### config.mk
export PLATFORM = sky130hd
export DESIGN_NAME = sensor_boot_seq
export DESIGN_NICKNAME = d
export VERILOG_FILES = /design/src/rtl/sensor_boot_pkg.sv /design/src/rtl/sensor_boot_script.sv /design/src/rtl/sensor_boot_timer.sv /design/src/rtl/sensor_boot_seq.sv
export SDC_FILE = /design/constraint.sdc
export NUM_CORES = 1
export LEC_CHECK = 0
export BUFFER_PORTS_ARGS = -buffer_cell sky130_fd_sc_hd__buf_4
export CAP_MARGIN = 20
export CORE_ASPECT_RATIO = 0.8
export CORE_MARGIN = 2
export CORE_UTILIZATION = 53
export DETAILED_ROUTE_END_ITERATION = 16
export PLACE_DENSITY_LB_ADDON = 0.05
export REMOVE_ABC_BUFFERS = 1
export SKIP_CTS_REPAIR_TIMING = 1
export SLEW_MARGIN = 20
export SYNTH_ARGS = -nofsm -noshare
export SYNTH_HDL_FRONTEND = slang
export SYNTH_SLANG_ARGS = --single-unit
### constraint.sdc
create_clock -name clk -period 3.4 [get_ports clk]
set_clock_uncertainty 0.1 [all_clocks]
set_input_delay 0.17 -clock clk [delete_from_list [all_inputs] [get_ports clk]]
set_output_delay 0.17 -clock clk [all_outputs]
set_load 0.005 [all_outputs]
### src/rtl/sensor_boot_pkg.sv
package sensor_boot_pkg;

  localparam int unsigned STEP_W = 4;
  localparam logic [STEP_W-1:0] STEP_FW_BYTE  = 4'd10;
  localparam logic [STEP_W-1:0] STEP_LAST     = 4'd13;
  localparam logic [7:0]        LIGHT_KEEP    = 8'hF0;

  typedef enum logic [2:0] {
    OP_WRITE  = 3'd0,
    OP_READ   = 3'd1,
    OP_BOPEN  = 3'd2,
    OP_BBYTE  = 3'd3,
    OP_BCLOSE = 3'd4
  } acc_op_e;

  typedef enum logic [2:0] {
    DLY_NONE  = 3'd0,
    DLY_RESET = 3'd1,
    DLY_FRAME = 3'd2,
    DLY_GAP   = 3'd3,
    DLY_POST  = 3'd4
  } dly_e;

  typedef enum logic [2:0] {
    ST_IDLE, ST_ISSUE, ST_WAIT, ST_DELAY, ST_FWWAIT, ST_DONE
  } state_e;

  typedef struct packed {
    acc_op_e    op;
    logic [6:0] reg_num;
    logic [7:0] value;
    dly_e       dly;
  } step_t;

  // Boot script: one entry per step, the firmware byte step repeats.
  function automatic step_t script_at(input logic [STEP_W-1:0] idx);
    step_t s;
    s = '{OP_READ, 7'h00, 8'h00, DLY_NONE};
    case (idx)
      4'd0:  s = '{OP_WRITE,  7'h3A, 8'h5A, DLY_RESET};
      4'd1:  s = '{OP_READ,   7'h02, 8'h00, DLY_NONE};
      4'd2:  s = '{OP_READ,   7'h03, 8'h00, DLY_NONE};
      4'd3:  s = '{OP_READ,   7'h04, 8'h00, DLY_NONE};
      4'd4:  s = '{OP_READ,   7'h05, 8'h00, DLY_NONE};
      4'd5:  s = '{OP_READ,   7'h06, 8'h00, DLY_NONE};
      4'd6:  s = '{OP_WRITE,  7'h39, 8'h02, DLY_NONE};
      4'd7:  s = '{OP_WRITE,  7'h13, 8'h1D, DLY_FRAME};
      4'd8:  s = '{OP_WRITE,  7'h13, 8'h18, DLY_NONE};
      4'd9:  s = '{OP_BOPEN,  7'h62, 8'h00, DLY_GAP};
      4'd10: s = '{OP_BBYTE,  7'h00, 8'h00, DLY_GAP};
      4'd11: s = '{OP_BCLOSE, 7'h00, 8'h00, DLY_POST};
      4'd12: s = '{OP_READ,   7'h20, 8'h00, DLY_NONE};
      4'd13: s = '{OP_WRITE,  7'h20, 8'h00, DLY_NONE};
      default: s = '{OP_READ, 7'h00, 8'h00, DLY_NONE};
    endcase
    return s;
  endfunction

endpackage

### src/rtl/sensor_boot_script.sv
module sensor_boot_script
  import sensor_boot_pkg::*;
(
  input  logic [STEP_W-1:0] step_i,
  input  logic [7:0]        fw_byte_i,
  input  logic [7:0]        rmw_src_i,
  output acc_op_e           op_o,
  output logic [7:0]        wire_addr_o,
  output logic [7:0]        data_o,
  output dly_e              dly_o
);

  step_t cur;

  always_comb begin
    cur         = script_at(step_i);
    op_o        = cur.op;
    dly_o       = cur.dly;
    wire_addr_o = {(cur.op == OP_WRITE) || (cur.op == OP_BOPEN), cur.reg_num};
    if (cur.op == OP_BBYTE) begin
      data_o = fw_byte_i;
    end else if (step_i == STEP_LAST) begin
      data_o = rmw_src_i & LIGHT_KEEP;
    end else begin
      data_o = cur.value;
    end
  end

endmodule

### src/rtl/sensor_boot_timer.sv
module sensor_boot_timer #(
  parameter int unsigned CNT_W = 8
) (
  input  logic             clk,
  input  logic             rst,
  input  logic             load,
  input  logic [CNT_W-1:0] load_val,
  output logic             zero
);

  logic [CNT_W-1:0] cnt;

  always_ff @(posedge clk) begin
    if (rst) begin
      cnt <= '0;
    end else if (load) begin
      cnt <= load_val;
    end else if (cnt != '0) begin
      cnt <= cnt - 1'b1;
    end
  end

  assign zero = (cnt == '0);

endmodule

### src/rtl/sensor_boot_seq.sv
module sensor_boot_seq
  import sensor_boot_pkg::*;
#(
  parameter int unsigned FW_LEN    = 3070,
  parameter int unsigned RESET_CYC = 2500000,
  parameter int unsigned FRAME_CYC = 500000,
  parameter int unsigned GAP_CYC   = 750,
  parameter int unsigned POST_CYC  = 500000
) (
  input  logic       clk,
  input  logic       rst,
  input  logic       start,
  output logic       acc_valid,
  output logic [2:0] acc_op,
  output logic [7:0] acc_addr,
  output logic [7:0] acc_data,
  input  logic       acc_ready,
  input  logic       acc_done,
  input  logic [7:0] acc_rdata,
  input  logic       fw_valid,
  input  logic [7:0] fw_data,
  output logic       fw_ready,
  output logic       init_done
);

  // All waits and FW_LEN must be at least 1.
  localparam int unsigned MAX_A   = (RESET_CYC > FRAME_CYC) ? RESET_CYC : FRAME_CYC;
  localparam int unsigned MAX_B   = (GAP_CYC > POST_CYC) ? GAP_CYC : POST_CYC;
  localparam int unsigned DLY_MAX = (MAX_A > MAX_B) ? MAX_A : MAX_B;
  localparam int unsigned CNT_W   = $clog2(DLY_MAX + 1);
  localparam int unsigned FWC_W   = (FW_LEN > 1) ? $clog2(FW_LEN) : 1;
  localparam logic [FWC_W-1:0] FW_LAST = FWC_W'(FW_LEN - 1);

  state_e            state;
  logic [STEP_W-1:0] step;
  logic [STEP_W-1:0] adv_step;
  logic [STEP_W-1:0] load_step;
  logic [FWC_W-1:0]  fw_cnt;
  dly_e              dly_q;
  acc_op_e           acc_op_q;

  acc_op_e           rom_op;
  logic [7:0]        rom_addr;
  logic [7:0]        rom_data;
  dly_e              rom_dly;

  logic              start_ok;
  logic              fw_take;
  logic              advance;
  logic              load_en;
  logic              tmr_load;
  logic              tmr_zero;
  logic [CNT_W-1:0]  tmr_val;

  always_comb begin
    adv_step  = (step == STEP_FW_BYTE && fw_cnt != FW_LAST) ? step : step + 1'b1;
    start_ok  = (state == ST_IDLE || state == ST_DONE) && start;
    fw_take   = (state == ST_FWWAIT) && fw_valid;
    tmr_load  = (state == ST_WAIT) && acc_done && (dly_q != DLY_NONE);
    advance   = ((state == ST_WAIT) && acc_done && (dly_q == DLY_NONE)) ||
                ((state == ST_DELAY) && tmr_zero);
    load_step = start_ok ? '0 : (fw_take ? STEP_FW_BYTE : adv_step);
    load_en   = start_ok || fw_take ||
                (advance && step != STEP_LAST && adv_step != STEP_FW_BYTE);
    case (dly_q)
      DLY_RESET: tmr_val = CNT_W'(RESET_CYC - 1);
      DLY_FRAME: tmr_val = CNT_W'(FRAME_CYC - 1);
      DLY_GAP:   tmr_val = CNT_W'(GAP_CYC - 1);
      DLY_POST:  tmr_val = CNT_W'(POST_CYC - 1);
      default:   tmr_val = '0;
    endcase
  end

  // The read-modify-write source is the live read data: the final write is
  // loaded on the very edge that samples the done of the light-control read.
  sensor_boot_script u_script (
    .step_i      (load_step),
    .fw_byte_i   (fw_data),
    .rmw_src_i   (acc_rdata),
    .op_o        (rom_op),
    .wire_addr_o (rom_addr),
    .data_o      (rom_data),
    .dly_o       (rom_dly)
  );

  sensor_boot_timer #(.CNT_W(CNT_W)) u_timer (
    .clk      (clk),
    .rst      (rst),
    .load     (tmr_load),
    .load_val (tmr_val),
    .zero     (tmr_zero)
  );

  always_ff @(posedge clk) begin
    if (rst) begin
      state     <= ST_IDLE;
      step      <= '0;
      fw_cnt    <= '0;
      init_done <= 1'b0;
    end else begin
      case (state)
        ST_IDLE, ST_DONE: begin
          if (start) begin
            step      <= '0;
            fw_cnt    <= '0;
            init_done <= 1'b0;
            state     <= ST_ISSUE;
          end
        end
        ST_ISSUE:  if (acc_ready) state <= ST_WAIT;
        ST_WAIT:   if (tmr_load)  state <= ST_DELAY;
        ST_FWWAIT: if (fw_valid)  state <= ST_ISSUE;
        default: ;
      endcase
      if (advance) begin
        if (step == STEP_LAST) begin
          state     <= ST_DONE;
          init_done <= 1'b1;
        end else begin
          if (step == STEP_FW_BYTE) fw_cnt <= fw_cnt + 1'b1;
          step  <= adv_step;
          state <= (adv_step == STEP_FW_BYTE) ? ST_FWWAIT : ST_ISSUE;
        end
      end
    end
  end

  always_ff @(posedge clk) begin
    if (rst) begin
      acc_valid <= 1'b0;
      acc_op_q  <= OP_WRITE;
      acc_addr  <= '0;
      acc_data  <= '0;
      dly_q     <= DLY_NONE;
    end else if (load_en) begin
      acc_valid <= 1'b1;
      acc_op_q  <= rom_op;
      acc_addr  <= rom_addr;
      acc_data  <= rom_data;
      dly_q     <= rom_dly;
    end else if (state == ST_ISSUE && acc_ready) begin
      acc_valid <= 1'b0;
    end
  end

  assign acc_op   = acc_op_q;
  assign fw_ready = (state == ST_FWWAIT);

endmodule

==> flow_metrics.tcl, run 1 <==
set metrics [dict create \
    finalNonFillerCells 610 \
    hold_start "acc_ready" \
    grt.overflow.total 0 \
    die-area_sq_um 7650 \
    fmax_ghz 0.315 \
    netlist.area_leader.share_pct 34.7 \
    slowest_stage "or4_1" \
    cts_sinks 64 \
    drc 0 \
    grt_max_degree 57 \
    crit_path_frequent_cell "ha_1" \
    drive_gt1_share_pct 17.6 \
    yosys-top-cells-area "dfxtp_1 35%, nor2_1 6.8%, a21oi_1 6.2%, nand2_1 5.4%, ha_1 4.1%" \
    p_per_area_nw_per_um2 859 \
    routed_wl_mm 9.02 \
    cp_max_fo 6 \
    worstPathArrival_ps 3280 \
    slew_headroom_pct 57.4 \
    min_path_type "in2reg" \
    dp_cells 594 \
    worstMarginPinSlew_ps 639 \
    cts_tree "yes" \
    path_depth 14 \
    outcome "complete, no violations" \
    rows 27 \
    end_kind "flip-flop" \
    clockRootBuffer "clkbuf_8" \
    drtIter0Drc 250 \
    antenna_found_initial 0 \
    min_period_ps 3180 \
    fin_ws_ps 222 \
    p_leak_nw 1.72 \
    synthCells 477 \
    cts_buffer_depth 2 \
    numCtsBuffers 9 \
    rsz0062_at_grt "no" \
    nNetsFinal 552 \
    yosys.area.top_type "dfxtp_1" \
    ys_types 56 \
    grt_pass1_wl_mm 15.5 \
    cap_violations 0 \
    clk_pin_slew_ps 70 \
    cp_top_family "simple AND/OR/NAND/NOR gates" \
    crit_type "reg2reg" \
    area_delta_synth_final_pct 17.1 \
    r2r-end "acc_data[3]$_SDFFE_PP0P_" \
    r2r_start "fw_cnt[1]$_SDFF_PP0_" \
    core_sq_um 6820 \
    routedWlPerCell_um 14.8 \
    r2r_cells 14 \
    cp_cell_sequence "inv_1 > ha_1 > nand3b_1 > or4_1 > and2_4 > xnor2_1 > nand2b_1 > ha_1 > nor3b_1 > buf_4 > and2_1 > o21ai_0 > a211oi_1 > nor3_1" \
    pre_cts_slack_ps 214 \
    initial_core_util_pct 54.1 \
    ios 44 \
    port_buffers 39 \
    hold_violations 0 \
    routabilityCongestion 0.922 \
    fin_crit_sh_pct 93.5 \
    ys_ff_latch 64 \
    fp.dieH_um 78.6 \
    cp.required_ps 3510 \
    synth_ff_type "dfxtp_1" \
    firstDrtPassIters 4 \
    synth_area_sq_um 3690 \
    diodes 0 \
    cts.htree.levels 3 \
    grt_usage_pct 25.3 \
    crit_path_start_kind "flip-flop" \
    slew_viol_final 0 \
    ys_seq_area_share_pct 34.7 \
    hold_path_end "acc_valid$_SDFFE_PP0P_" \
    setup_tns_ps 0 \
    hpwl_mm 6.25 \
    avgSynthCellArea_sq_um 7.74 \
    die_w_um 97.3 \
    synth-edff-count 0 \
    rrSetupSlack_ps 220 \
    worst-path-buf-inv 2 \
    grt_pass1_vias 3359 \
    vdd_drop_max_uv 388 \
    holdPathStages 4 \
    yosysWarnings 0 \
    async_flop_share_pct 0 \
    via_per_inst 5.72 \
    setup_violations 0 \
    cpPeakStageDelay_ps 490 \
    clock_latency_ps 340 \
    routed-via-count 3487 \
    ant_nets 0 \
]
==> metal layers <==
layer	global-route usage (%)	routed length [um]
met3	6.50	376
met1	33.5	4500
met5	0	0
met2	40.4	4090
met4	8.47	53
==> flip-flops by register name, indices dropped and copies added, names as in the netlist, 2 cells and up <==
register and cells:
acc_data 8, acc_addr 8, dly_q 3, acc_op 2, fw_cnt 12, state 3, u_timer.cnt 22, step 4
==> Yosys cell counts, drive strengths merged, types with 8 or more instances <==
cell type   n
a211oi     13
a21oi      47
buf         9
clkbuf     16
dfxtp      64
ha         12
inv        13
nand2      53
nand2b      9
nand3      23
nor2       67
nor3       30
o21ai      16
xnor2       8
xor2       11
==> tightest hold or removal path: stages <==
cell	delay, ps
buf_4	80
nand2_1	40
nand2_1	60
a21oi_1	50
==> layout by cell type (no fill, tap or decap), types with 4 or more instances in the layout <==
cell type	instances
xnor2_1	8
xor2_1	11
and2_1	4
a211oi_1	13
nor2_1	67
a31oi_1	6
clkbuf_8	12
ha_1	12
nor3_1	30
or3_1	7
inv_1	13
dfxtp_1	63
nand3b_1	7
buf_4	55
nand3_1	23
a21oi_1	46
o21ai_0	13
nand4_1	4
nand2b_1	9
nand2_1	53
mux2_2	4
==> report_power, final <==
group	switching [W]	leakage (nW)	internal, W
Clock	0.000295	0.117	0.000474
Sequential	0.000196	0.523	0.000959
Combinational	0.00101	1.08	0.000772
==> cell families after synthesis <==
group	count (synthesis)	share of synthesized area, %
AO/OA/AOI/OAI	110	20.0
XOR/XNOR	19	4.51
adder cells (fa/ha/maj)	13	4.34
buffers and inverters	38	4.71
flip-flops	64	34.7
multiplexers	7	2.07
AND/OR/NAND/NOR	226	29.7
==> final cells by class <==
| cell class | instances | area (sq um) |
|---|---|---|
| multi-input combinational | 375 | 2240 |
| sequential | 64 | 1280 |
| clock inverter | 2 | 60.1 |
| timing repair buffer | 55 | 413 |
| fill | 606 | 2500 |
| tap | 87 | 109 |
| inverter | 13 | 48.8 |
| clock buffer | 14 | 173 |
==> through the flow <==
stage | cell area [sq um] | util, % | power (W) | hold WS [ps]
after global placement | 4090 | 59.9 | 0.00291 | 342
final | 4320 | 63.3 | 0.00371 | 14.8
after floorplan | 3560 | - | 0.00240 | 138
after detailed placement | 4090 | 59.9 | 0.00294 | 347
after global routing | 4320 | 63.3 | 0.00403 | 9.85
after CTS | 4320 | 63.3 | 0.00373 | -6.45
==> how the worst max path moves through the flow <==
stage	startpoint	end
after floorplan	fw_cnt[0]$_SDFF_PP0_	acc_data[3]$_SDFFE_PP0P_
after detailed placement	fw_cnt[0]$_SDFF_PP0_	acc_data[3]$_SDFFE_PP0P_
final	fw_cnt[1]$_SDFF_PP0_	acc_data[3]$_SDFFE_PP0P_
after global placement	fw_cnt[0]$_SDFF_PP0_	acc_data[3]$_SDFFE_PP0P_
after CTS	fw_cnt[0]$_SDFF_PP0_	acc_data[2]$_SDFFE_PP0P_
after global routing	fw_cnt[1]$_SDFF_PP0_	acc_data[2]$_SDFFE_PP0P_
Power figures use the tool's default switching activity.
==> run 2: changes to the inputs <==
PLACE_DENSITY = 0.77   (was default)
PLACE_DENSITY_LB_ADDON = default   (was 0.05)
==> run 2 against run 1 <==
  * Combinational power is essentially flat
  * Die area is the same
  * Wire length grew 0.67%
  * Sequential cell count is the same
  * Sequential share of layout area grew 0.37 points
  * Non-clock buffer count shrank 7
  * Fmax grew 0.76%
  * Critical path type unchanged
  * Critical endpoint is now acc_data[6]$_SDFFE_PP0P_
==> flow_metrics.tcl, run 2 (same netlist as run 1, synthesis figures left out) <==
set metrics [dict create \
    finalNonFillerCells 603 \
    end_kind "flip-flop" \
    r2r-end "acc_data[6]$_SDFFE_PP0P_" \
    fin_ws_ps 246 \
    setup_tns_ps 0 \
    cp_max_fo 6 \
    area_delta_synth_final_pct 15.6 \
    numCtsBuffers 9 \
    antenna_found_initial 0 \
    largestRegisters "u_timer.cnt x22, fw_cnt x12" \
    cp_cell_sequence "ha_1 > nand3b_1 > or4_4 > and2_4 > xnor2_1 > nand2b_1 > ha_1 > nor3b_2 > buf_4 > nand3_1 > a21oi_1 > o21ai_1 > a21oi_1" \
    rows 27 \
    via_per_inst 5.89 \
    clock_latency_ps 350 \
    die-area_sq_um 7650 \
    cpPeakStageDelay_ps 480 \
    p_leak_nw 1.67 \
    cts_sinks 64 \
    ant_nets 0 \
    slew_headroom_pct 58.4 \
    hold_path_end "acc_data[3]$_SDFFE_PP0P_" \
    hold_violations 0 \
    crit_path_start_kind "flip-flop" \
    cts.htree.levels 3 \
    clockRootBuffer "clkbuf_8" \
    routed-via-count 3551 \
    regMostFlops "u_timer.cnt" \
    nNetsFinal 545 \
    routed_wl_mm 9.08 \
    port_buffers 39 \
    drtIter0Drc 243 \
    worst-path-buf-inv 1 \
    ff_latch_area_sq_um 1280 \
    grt_pass1_vias 3255 \
    switching_power_w 0.00153 \
    crit_start "fw_cnt[0]$_SDFF_PP0_" \
    routedWlPerCell_um 15.1 \
    layout_commonest_cell "nor2_1" \
    internal_power_w 0.00213 \
    fin_crit_sh_pct 92.8 \
    drive_gt1_share_pct 16.9 \
    holdPathStages 3 \
    cts_tree "yes" \
    r2r_cells 13 \
    outcome "complete, no violations" \
    largest_reg_flops 22 \
    multiInputGateArea_sq_um 2240 \
    rrSetupSlack_ps 250 \
    hpwl_mm 6.26 \
    crit_type "reg2reg" \
    ios 44 \
    min_period_ps 3150 \
    p_per_area_nw_per_um2 860 \
    initial_core_util_pct 54.1 \
    die_w_um 97.3 \
    final_cell_mix "67 x nor2_1, 64 x dfxtp_1, 53 x nand2_1, 48 x buf_4, 46 x a21oi_1" \
    min_path_type "in2reg" \
    sw_frac_of_total_pct 41.8 \
    pre_cts_slack_ps 73.4 \
    cp_top_family "simple AND/OR/NAND/NOR gates" \
    routabilityCongestion 0.865 \
    worstMarginPinSlew_ps 624 \
    fmax_ghz 0.317 \
    nFillCells 601 \
    firstDrtPassIters 5 \
    power_frac_comb_pct 48.1 \
    worstPathArrival_ps 3330 \
    cp.required_ps 3580 \
    diodes 0 \
    vdd_drop_max_uv 390 \
    fp.dieH_um 78.6 \
    seqPwrFrac_pct 31.7 \
    slew_viol_final 0 \
    grt_usage_pct 24.0 \
    clkPwrFrac_pct 20.1 \
    drc 0 \
    grt_max_degree 57 \
    grt.overflow.total 0 \
    grt_pass1_wl_mm 15.1 \
    rsz0062_at_grt "no" \
    slowest_stage "or4_4" \
    core_sq_um 6820 \
    clk_pin_slew_ps 70 \
    setup_violations 0 \
    cts_buffer_depth 2 \
    cap_violations 0 \
    dp_cells 587 \
    r2r_start "fw_cnt[0]$_SDFF_PP0_" \
    hold_start "fw_data[3]" \
]
[run 2: tightest hold or removal path: stages]
cell      delay [ps]
buf_4             70
a211oi_1          50
nor3_1           150
[run 2: metrics by stage]
stage          cell area (sq um)  hold slack [ps]  utilization [%]  power (W)
6_report                    4260             53.8             62.5    0.00367
3_3_place_gp                4030              342             59.1    0.00285
3_5_place_dp                4030              347             59.1    0.00291
5_1_grt                     4260             71.3             62.5    0.00394
2_1_floorplan               3560              138                -    0.00240
4_1_cts                     4260             33.6             62.4    0.00365
[run 2: final cells by class]
| class | count | share of cell area, % |
|---|---|---|
| repair buffers | 48 | 8.45 |
| inverters | 13 | 1.14 |
| clock inverters | 5 | 1.88 |
| well taps | 87 | 2.55 |
| multi-input cells | 375 | 52.6 |
| clock buffers | 11 | 3.32 |
| flip-flops and latches | 64 | 30.0 |
[run 2: metal layers]
layer / vias to the layer above / routed length, um / GRT usage (%)
met5: - / 0 / 0
met4: 0 / 145 / 10.1
met3: 17 / 635 / 7.48
met2: 143 / 4140 / 37.6
met1: 1640 / 4160 / 30.8
li1: 1751 / - / -
[run 2: how the worst max path moves through the flow]
stage                                     to  cells past startpoint
floorplan           acc_data[3]$_SDFFE_PP0P_                     13
global placement    acc_data[6]$_SDFFE_PP0P_                     14
detailed placement  acc_data[6]$_SDFFE_PP0P_                     13
CTS                 acc_data[4]$_SDFFE_PP0P_                     13
global route        acc_data[5]$_SDFFE_PP0P_                     14
finish              acc_data[6]$_SDFFE_PP0P_                     13
[run 2: power groups by stage]
stage | logic [W] | registers [W] | clock network, W
after global placement | 0.00169 | 0.00116 | 0
after CTS | 0.00174 | 0.00116 | 0.000750
after global routing | 0.00197 | 0.00119 | 0.000781
after floorplan | 0.00126 | 0.00113 | 0
after detailed placement | 0.00173 | 0.00117 | 0
final | 0.00177 | 0.00116 | 0.000738
